**config.mk**
```make
export PLATFORM = sky130hd
export DESIGN_NAME = qmem_bringup_seq
export DESIGN_NICKNAME = d
export VERILOG_FILES = /design/src/rtl/qbr_pkg.sv /design/src/rtl/qbr_script.sv /design/src/rtl/qbr_poll_timer.sv /design/src/rtl/qmem_bringup_seq.sv
export SDC_FILE = /design/constraint.sdc
export NUM_CORES = 1
export LEC_CHECK = 0
export BUFFER_PORTS_ARGS = -buffer_cell sky130_fd_sc_hd__buf_2
export CAP_MARGIN = 30
export CORE_ASPECT_RATIO = 1.4
export CORE_MARGIN = 1
export CORE_UTILIZATION = 27
export CTS_CLUSTER_DIAMETER = 40
export DETAILED_ROUTE_END_ITERATION = 10
export GPL_ROUTABILITY_DRIVEN = 0
export HOLD_SLACK_MARGIN = 0.02
export PLACE_DENSITY = 0.56
export SYNTH_ARGS = -nofsm -noshare
export SYNTH_HDL_FRONTEND = slang
export SYNTH_SLANG_ARGS = --single-unit
```
**constraint.sdc**
```tcl
create_clock -name clk -period 3.3 [get_ports clk]
set_input_delay 0.33 -clock clk [delete_from_list [all_inputs] [get_ports clk]]
set_output_delay 0.33 -clock clk [all_outputs]
set_load 0.02 [all_outputs]
```
**src/rtl/qbr_pkg.sv**
```systemverilog
package qbr_pkg;

  typedef enum logic [2:0] {
    S_IDLE,
    S_GAP,
    S_ISSUE,
    S_BETW,
    S_ERR
  } seq_state_e;

  typedef struct packed {
    logic       tgt_sram;
    logic       quad;
    logic       rd;
    logic       last;
    logic       use_sr;
    logic [7:0] val;
  } step_t;

  localparam int unsigned STEP_W      = 4;
  localparam int unsigned N_STEPS     = 13;
  localparam logic [STEP_W-1:0] SR2_RD_STEP  = 4'd4;
  localparam logic [STEP_W-1:0] POLL_CMD_STEP = 4'd8;
  localparam logic [STEP_W-1:0] POLL_RD_STEP = 4'd9;
  localparam logic [STEP_W-1:0] LAST_STEP    = 4'(N_STEPS - 1);

  function automatic step_t mk(input logic s, input logic q, input logic r,
                               input logic l, input logic u, input logic [7:0] v);
    step_t t;
    t.tgt_sram = s; t.quad = q; t.rd = r; t.last = l; t.use_sr = u; t.val = v;
    return t;
  endfunction

  function automatic step_t script_step(input logic [STEP_W-1:0] i);
    case (i)
      4'd0:    return mk(1'b0, 1'b1, 1'b0, 1'b1, 1'b0, 8'h66);
      4'd1:    return mk(1'b0, 1'b1, 1'b0, 1'b1, 1'b0, 8'h99);
      4'd2:    return mk(1'b0, 1'b0, 1'b0, 1'b1, 1'b0, 8'h06);
      4'd3:    return mk(1'b0, 1'b0, 1'b0, 1'b0, 1'b0, 8'h35);
      4'd4:    return mk(1'b0, 1'b0, 1'b1, 1'b1, 1'b0, 8'h00);
      4'd5:    return mk(1'b0, 1'b0, 1'b0, 1'b0, 1'b0, 8'h01);
      4'd6:    return mk(1'b0, 1'b0, 1'b0, 1'b0, 1'b0, 8'h00);
      4'd7:    return mk(1'b0, 1'b0, 1'b0, 1'b1, 1'b1, 8'h00);
      4'd8:    return mk(1'b0, 1'b0, 1'b0, 1'b0, 1'b0, 8'h05);
      4'd9:    return mk(1'b0, 1'b0, 1'b1, 1'b1, 1'b0, 8'h00);
      4'd10:   return mk(1'b0, 1'b0, 1'b0, 1'b1, 1'b0, 8'h38);
      4'd11:   return mk(1'b1, 1'b1, 1'b0, 1'b1, 1'b0, 8'hFF);
      default: return mk(1'b1, 1'b0, 1'b0, 1'b1, 1'b0, 8'h38);
    endcase
  endfunction

  function automatic logic [7:0] with_qe(input logic [7:0] v);
    return v | 8'h02;
  endfunction

  function automatic logic busy_bit(input logic [7:0] v);
    return v[0];
  endfunction

endpackage

```
**src/rtl/qbr_script.sv**
```systemverilog
module qbr_script
  import qbr_pkg::*;
(
  input  logic [STEP_W-1:0] step,
  output step_t             cur
);
  always_comb cur = script_step(step);
endmodule

```
**src/rtl/qbr_poll_timer.sv**
```systemverilog
module qbr_poll_timer #(
  parameter int unsigned TMO_W = 16
) (
  input  logic             clk,
  input  logic             rst_n,
  input  logic             clear,
  input  logic             busy_seen,
  input  logic [TMO_W-1:0] limit,
  output logic             expired
);
  localparam int unsigned CW = TMO_W + 1;
  logic [TMO_W-1:0] cnt;

  always_ff @(posedge clk or negedge rst_n) begin
    if (!rst_n)         cnt <= '0;
    else if (clear)     cnt <= '0;
    else if (busy_seen) cnt <= cnt + 1'b1;
  end

  always_comb expired = busy_seen && (({1'b0, cnt} + CW'(1)) >= {1'b0, limit});
endmodule

```
**src/rtl/qmem_bringup_seq.sv**
```systemverilog
module qmem_bringup_seq
  import qbr_pkg::*;
#(
  parameter int unsigned TMO_W = 16
) (
  input  logic             clk,
  input  logic             rst_n,
  input  logic             activate,
  input  logic             bus_release,
  input  logic [TMO_W-1:0] poll_limit,
  output logic             cmd_req,
  output logic             cmd_quad,
  output logic             cmd_read,
  output logic [7:0]       cmd_byte,
  input  logic             cmd_done,
  input  logic [7:0]       cmd_rdata,
  output logic             flash_cs_n,
  output logic             sram_cs_n,
  output logic             pins_active,
  output logic             ready,
  output logic             error
);
  seq_state_e        state;
  logic [STEP_W-1:0] step;
  logic [7:0]        sr2;
  logic              quad_flag;
  step_t             cur;

  // named internal events
  logic step_fin, poll_busy, poll_expired, frame_sel;

  qbr_script u_script (.step(step), .cur(cur));

  qbr_poll_timer #(.TMO_W(TMO_W)) u_timer (
    .clk(clk), .rst_n(rst_n), .clear(state == S_IDLE),
    .busy_seen(poll_busy), .limit(poll_limit), .expired(poll_expired)
  );

  always_comb begin
    step_fin  = (state == S_ISSUE) && cmd_done;
    poll_busy = step_fin && (step == POLL_RD_STEP) && busy_bit(cmd_rdata);
    frame_sel = (state == S_ISSUE) || (state == S_BETW);
  end

  always_ff @(posedge clk or negedge rst_n) begin
    if (!rst_n) begin
      state       <= S_IDLE;
      step        <= '0;
      sr2         <= '0;
      quad_flag   <= 1'b0;
      pins_active <= 1'b0;
    end else begin
      if (bus_release)   pins_active <= 1'b0;
      else if (activate) pins_active <= 1'b1;
      case (state)
        S_IDLE: if (activate && !bus_release && !quad_flag) begin
          step  <= '0;
          state <= S_GAP;
        end
        S_GAP:  state <= S_ISSUE;
        S_BETW: state <= S_ISSUE;
        S_ISSUE: if (step_fin) begin
          if (step == SR2_RD_STEP) sr2 <= with_qe(cmd_rdata);
          if (poll_expired) state <= S_ERR;
          else if (poll_busy) begin
            step  <= POLL_CMD_STEP;
            state <= S_GAP;
          end else if (step == LAST_STEP) begin
            quad_flag <= 1'b1;
            state     <= S_IDLE;
          end else if (cur.last) begin
            step  <= step + 1'b1;
            state <= S_GAP;
          end else begin
            step  <= step + 1'b1;
            state <= S_BETW;
          end
        end
        default: state <= S_ERR;
      endcase
    end
  end

  always_comb begin
    cmd_req    = (state == S_ISSUE);
    cmd_quad   = cur.quad;
    cmd_read   = cur.rd;
    cmd_byte   = cur.use_sr ? sr2 : cur.val;
    flash_cs_n = !(frame_sel && !cur.tgt_sram);
    sram_cs_n  = !(frame_sel && cur.tgt_sram);
    ready      = quad_flag;
    error      = (state == S_ERR);
  end
endmodule

```
==> flow_summary.toml <==
[clocking]
numCtsBuffers = 5
cts_hold_buf = 0
clockBufferDepth = 2
htreeDepth = 2
clk_latency_ns = 0.28
cts-root-buf = "clkbuf_16"
cts_resized = 0
clock-sinks = 33
cts_tree = "done"
cts_setup_buffers = 0
clkTransAtPathRegs_ns = 0.06

[setup_path]
startpoint_type = "register"
worstPathArrival_ns = 3.17
cp_common_cell = "ha_1"
end_kind = "register"
critPathKind = "reg -> reg"
cp_slowest_cell = "or4_1"
max_stage_delay_ns = 0.51
crit_family = "simple AND/OR/NAND/NOR gates"
path_buf_inv = 0
path_max_fanout = 6
crit_chain = "ha_1 > nand2_1 > nor3_1 > nand3_1 > xnor2_1 > ha_1 > nand4_1 > or4_1 > a21oi_1 > a211oi_2 > and3_1"
cp.required_ns = 3.46

[grt]
grt_first_pass_wirelength_um = 10400
grt_usage_pct = 13.4
antenna_found_initial = 0
grt_max_degree = 34
grt_pass1_vias = 2205
grt.overflow.total = 0

[floorplanning]
rows = 41
die_area_um2 = 9640
die_h_um = 116
fp.coreArea_um2 = 8980
die_w_um = 83.3
pin_count = 45
initial_core_util_pct = 27.8

[status]
status = "completed"

[drt]
post_drt_wl_per_cell_um = 13.9
met3WireLength_um = 181
first_pass_iters = 4
vias = 2267
routed_via_density = 5.05
top_layer = "met4"
drt-total-wl_um = 6260
met2_length_um = 3150
ant_nets = 0
met1_length_um = 2820
drt_iter0_markers = 164
drc = 0

[sta]
worst_hold_slack_ns = 0.126
tightestPinTransition_ns = 0.765
rsz0062_at_grt = "no"
fin_skew_ns = 0.00516
fmax_mhz = 332
setup-tns-final_ns = 0
fin_crit_ns = 3.01
finalCritPeriodShare_pct = 91.2
finalHoldViolCount = 0
final.setup.worst_slack_ns = 0.289
maxSlewHeadroom_pct = 49.0
setup_viol = 0
report.final.slew_viol_count = 0

[power]
ir_drop_mv = 0.594
power_density_nw_per_um2 = 653
power_leakage_nw = 1.48

[cells_and_area]
fillCellCount = 939
fin_nets = 396
drive_gt1_share_pct = 21.6
insertedDiodeCount = 0
areaGrowthSynthToFinish_pct = 20.8

[synthesis]
ys_ff_latch = 33
ys_warn_count = 0
netlist.area_leader.share_pct = 33.1
yosys-top-cells-area = "dfrtp_1 33%, ha_1 13%, o21ai_0 5.4%"
async_reset_ff_share_pct = 100
ys.flop_type = "dfrtp_1"
netlist_area_um2 = 2500
synth_cell_types = 50
synth_enable_flop_cells = 0
synthesis.nets = 347
syn_avg_cell_area_um2 = 8.52
syn_inst = 293
yosysTopAreaCell = "dfrtp_1"
yosysSeqAreaShare_pct = 33.1

[run]
drv_cap = 0

[hold_path]
hp-class = "in -> async"

[place]
port_buffers = 43
post-place-ws_ns = 0.270
dp_hpwl_um = 4740
==> sequential cells by signal, indices dropped and copies added (netlist names) <==
name / count
u_timer.cnt: 16
sr2: 8
pins_active: 1
ready: 1
step: 4
state: 3
==> kinds of logic after synthesis <==
| logic type | Yosys count | synth area share [%] |
|---|---|---|
| and+or+nand+nor | 102 | 21.5 |
| muxes | 9 | 4.01 |
| buffers and inverters | 37 | 5.66 |
| adders and majority gates | 25 | 12.5 |
| xor gates and xnor gates | 14 | 4.91 |
| AOI/OAI and AO/OA | 73 | 18.3 |
| DFF | 33 | 33.1 |
==> layout by cell type (no fill, tap or decap), types with 6 or more instances in the layout <==
cell	count
mux2_2	7
xor2_1	8
nor2_1	25
inv_1	27
nand3_1	11
ha_1	25
nand4_1	8
xnor2_1	6
dfrtp_1	33
o21ai_0	27
buf_4	9
nand2_1	27
nor3_1	7
buf_2	43
a21oi_1	19
==> layout make-up <==
type | instances | area, um^2 | share of cell area [%]
multi-input cells | 223 | 1530 | 50.7
well taps | 107 | 134 | 4.44
repair buffers | 52 | 283 | 9.38
flip-flops and latches | 33 | 826 | 27.4
inverters | 27 | 101 | 3.36
clock buffers | 7 | 143 | 4.73
==> per-stage QoR <==
stage          std cells  utilization, %  cell area [um^2]  power [W]
2_1_floorplan        293               -              2500    0.00121
3_3_place_gp         442            32.0              2870    0.00150
3_5_place_dp         442            32.0              2870    0.00151
4_1_cts              449            33.6              3020    0.00198
5_1_grt              449            33.6              3020    0.00209
6_report             449            33.6              3020    0.00197
==> synthesized netlist by cell type, types with 2 or more instances <==
| cell type | n |
|---|---|
| o21bai_1 | 2 |
| a22o_1 | 2 |
| clkbuf_1 | 8 |
| o21ai_1 | 2 |
| and2_1 | 5 |
| and3_1 | 3 |
| buf_2 | 2 |
| nand2_1 | 27 |
| a22oi_1 | 2 |
| o21ai_0 | 27 |
| mux2_2 | 7 |
| nor3_1 | 7 |
| nor2_1 | 25 |
| nand4_1 | 8 |
| o22ai_1 | 3 |
| nor4_1 | 2 |
| xor2_1 | 8 |
| a41oi_1 | 2 |
| inv_1 | 27 |
| o31ai_1 | 2 |
| nor4_2 | 3 |
| a21oi_1 | 19 |
| xnor2_1 | 6 |
| a221oi_1 | 2 |
| dfrtp_1 | 33 |
| nand3_1 | 11 |
| ha_1 | 25 |
==> layer usage <==
layer,GRT usage (%),vias up
met5,0,-
li1,-,1136
met3,2.21,9
met2,24.2,42
met4,5.17,0
met1,15.9,1080
==> report_power, final <==
| part | leakage, nW | switching, W | internal (W) |
|---|---|---|---|
| Clock | 0.0700 | 0.000168 | 0.000296 |
| Sequential | 0.450 | 0.0000727 | 0.000464 |
| Combinational | 0.958 | 0.000600 | 0.000366 |
==> worst paths after layout <==
kind,start,endpoint,slack [ns],cells past startpoint
max,u_timer.cnt[0],state[0],0.29,11
max in group asynchronous,rst_n,sr2[4],2.68,1
min in group clk,bus_release,pins_active,0.22,2
min reg2reg,sr2[1],sr2[1],0.48,1
max reg2reg,u_timer.cnt[0],state[0],0.29,11
min,rst_n,u_timer.cnt[3],0.13,1
(Power assumes the default switching activity.)
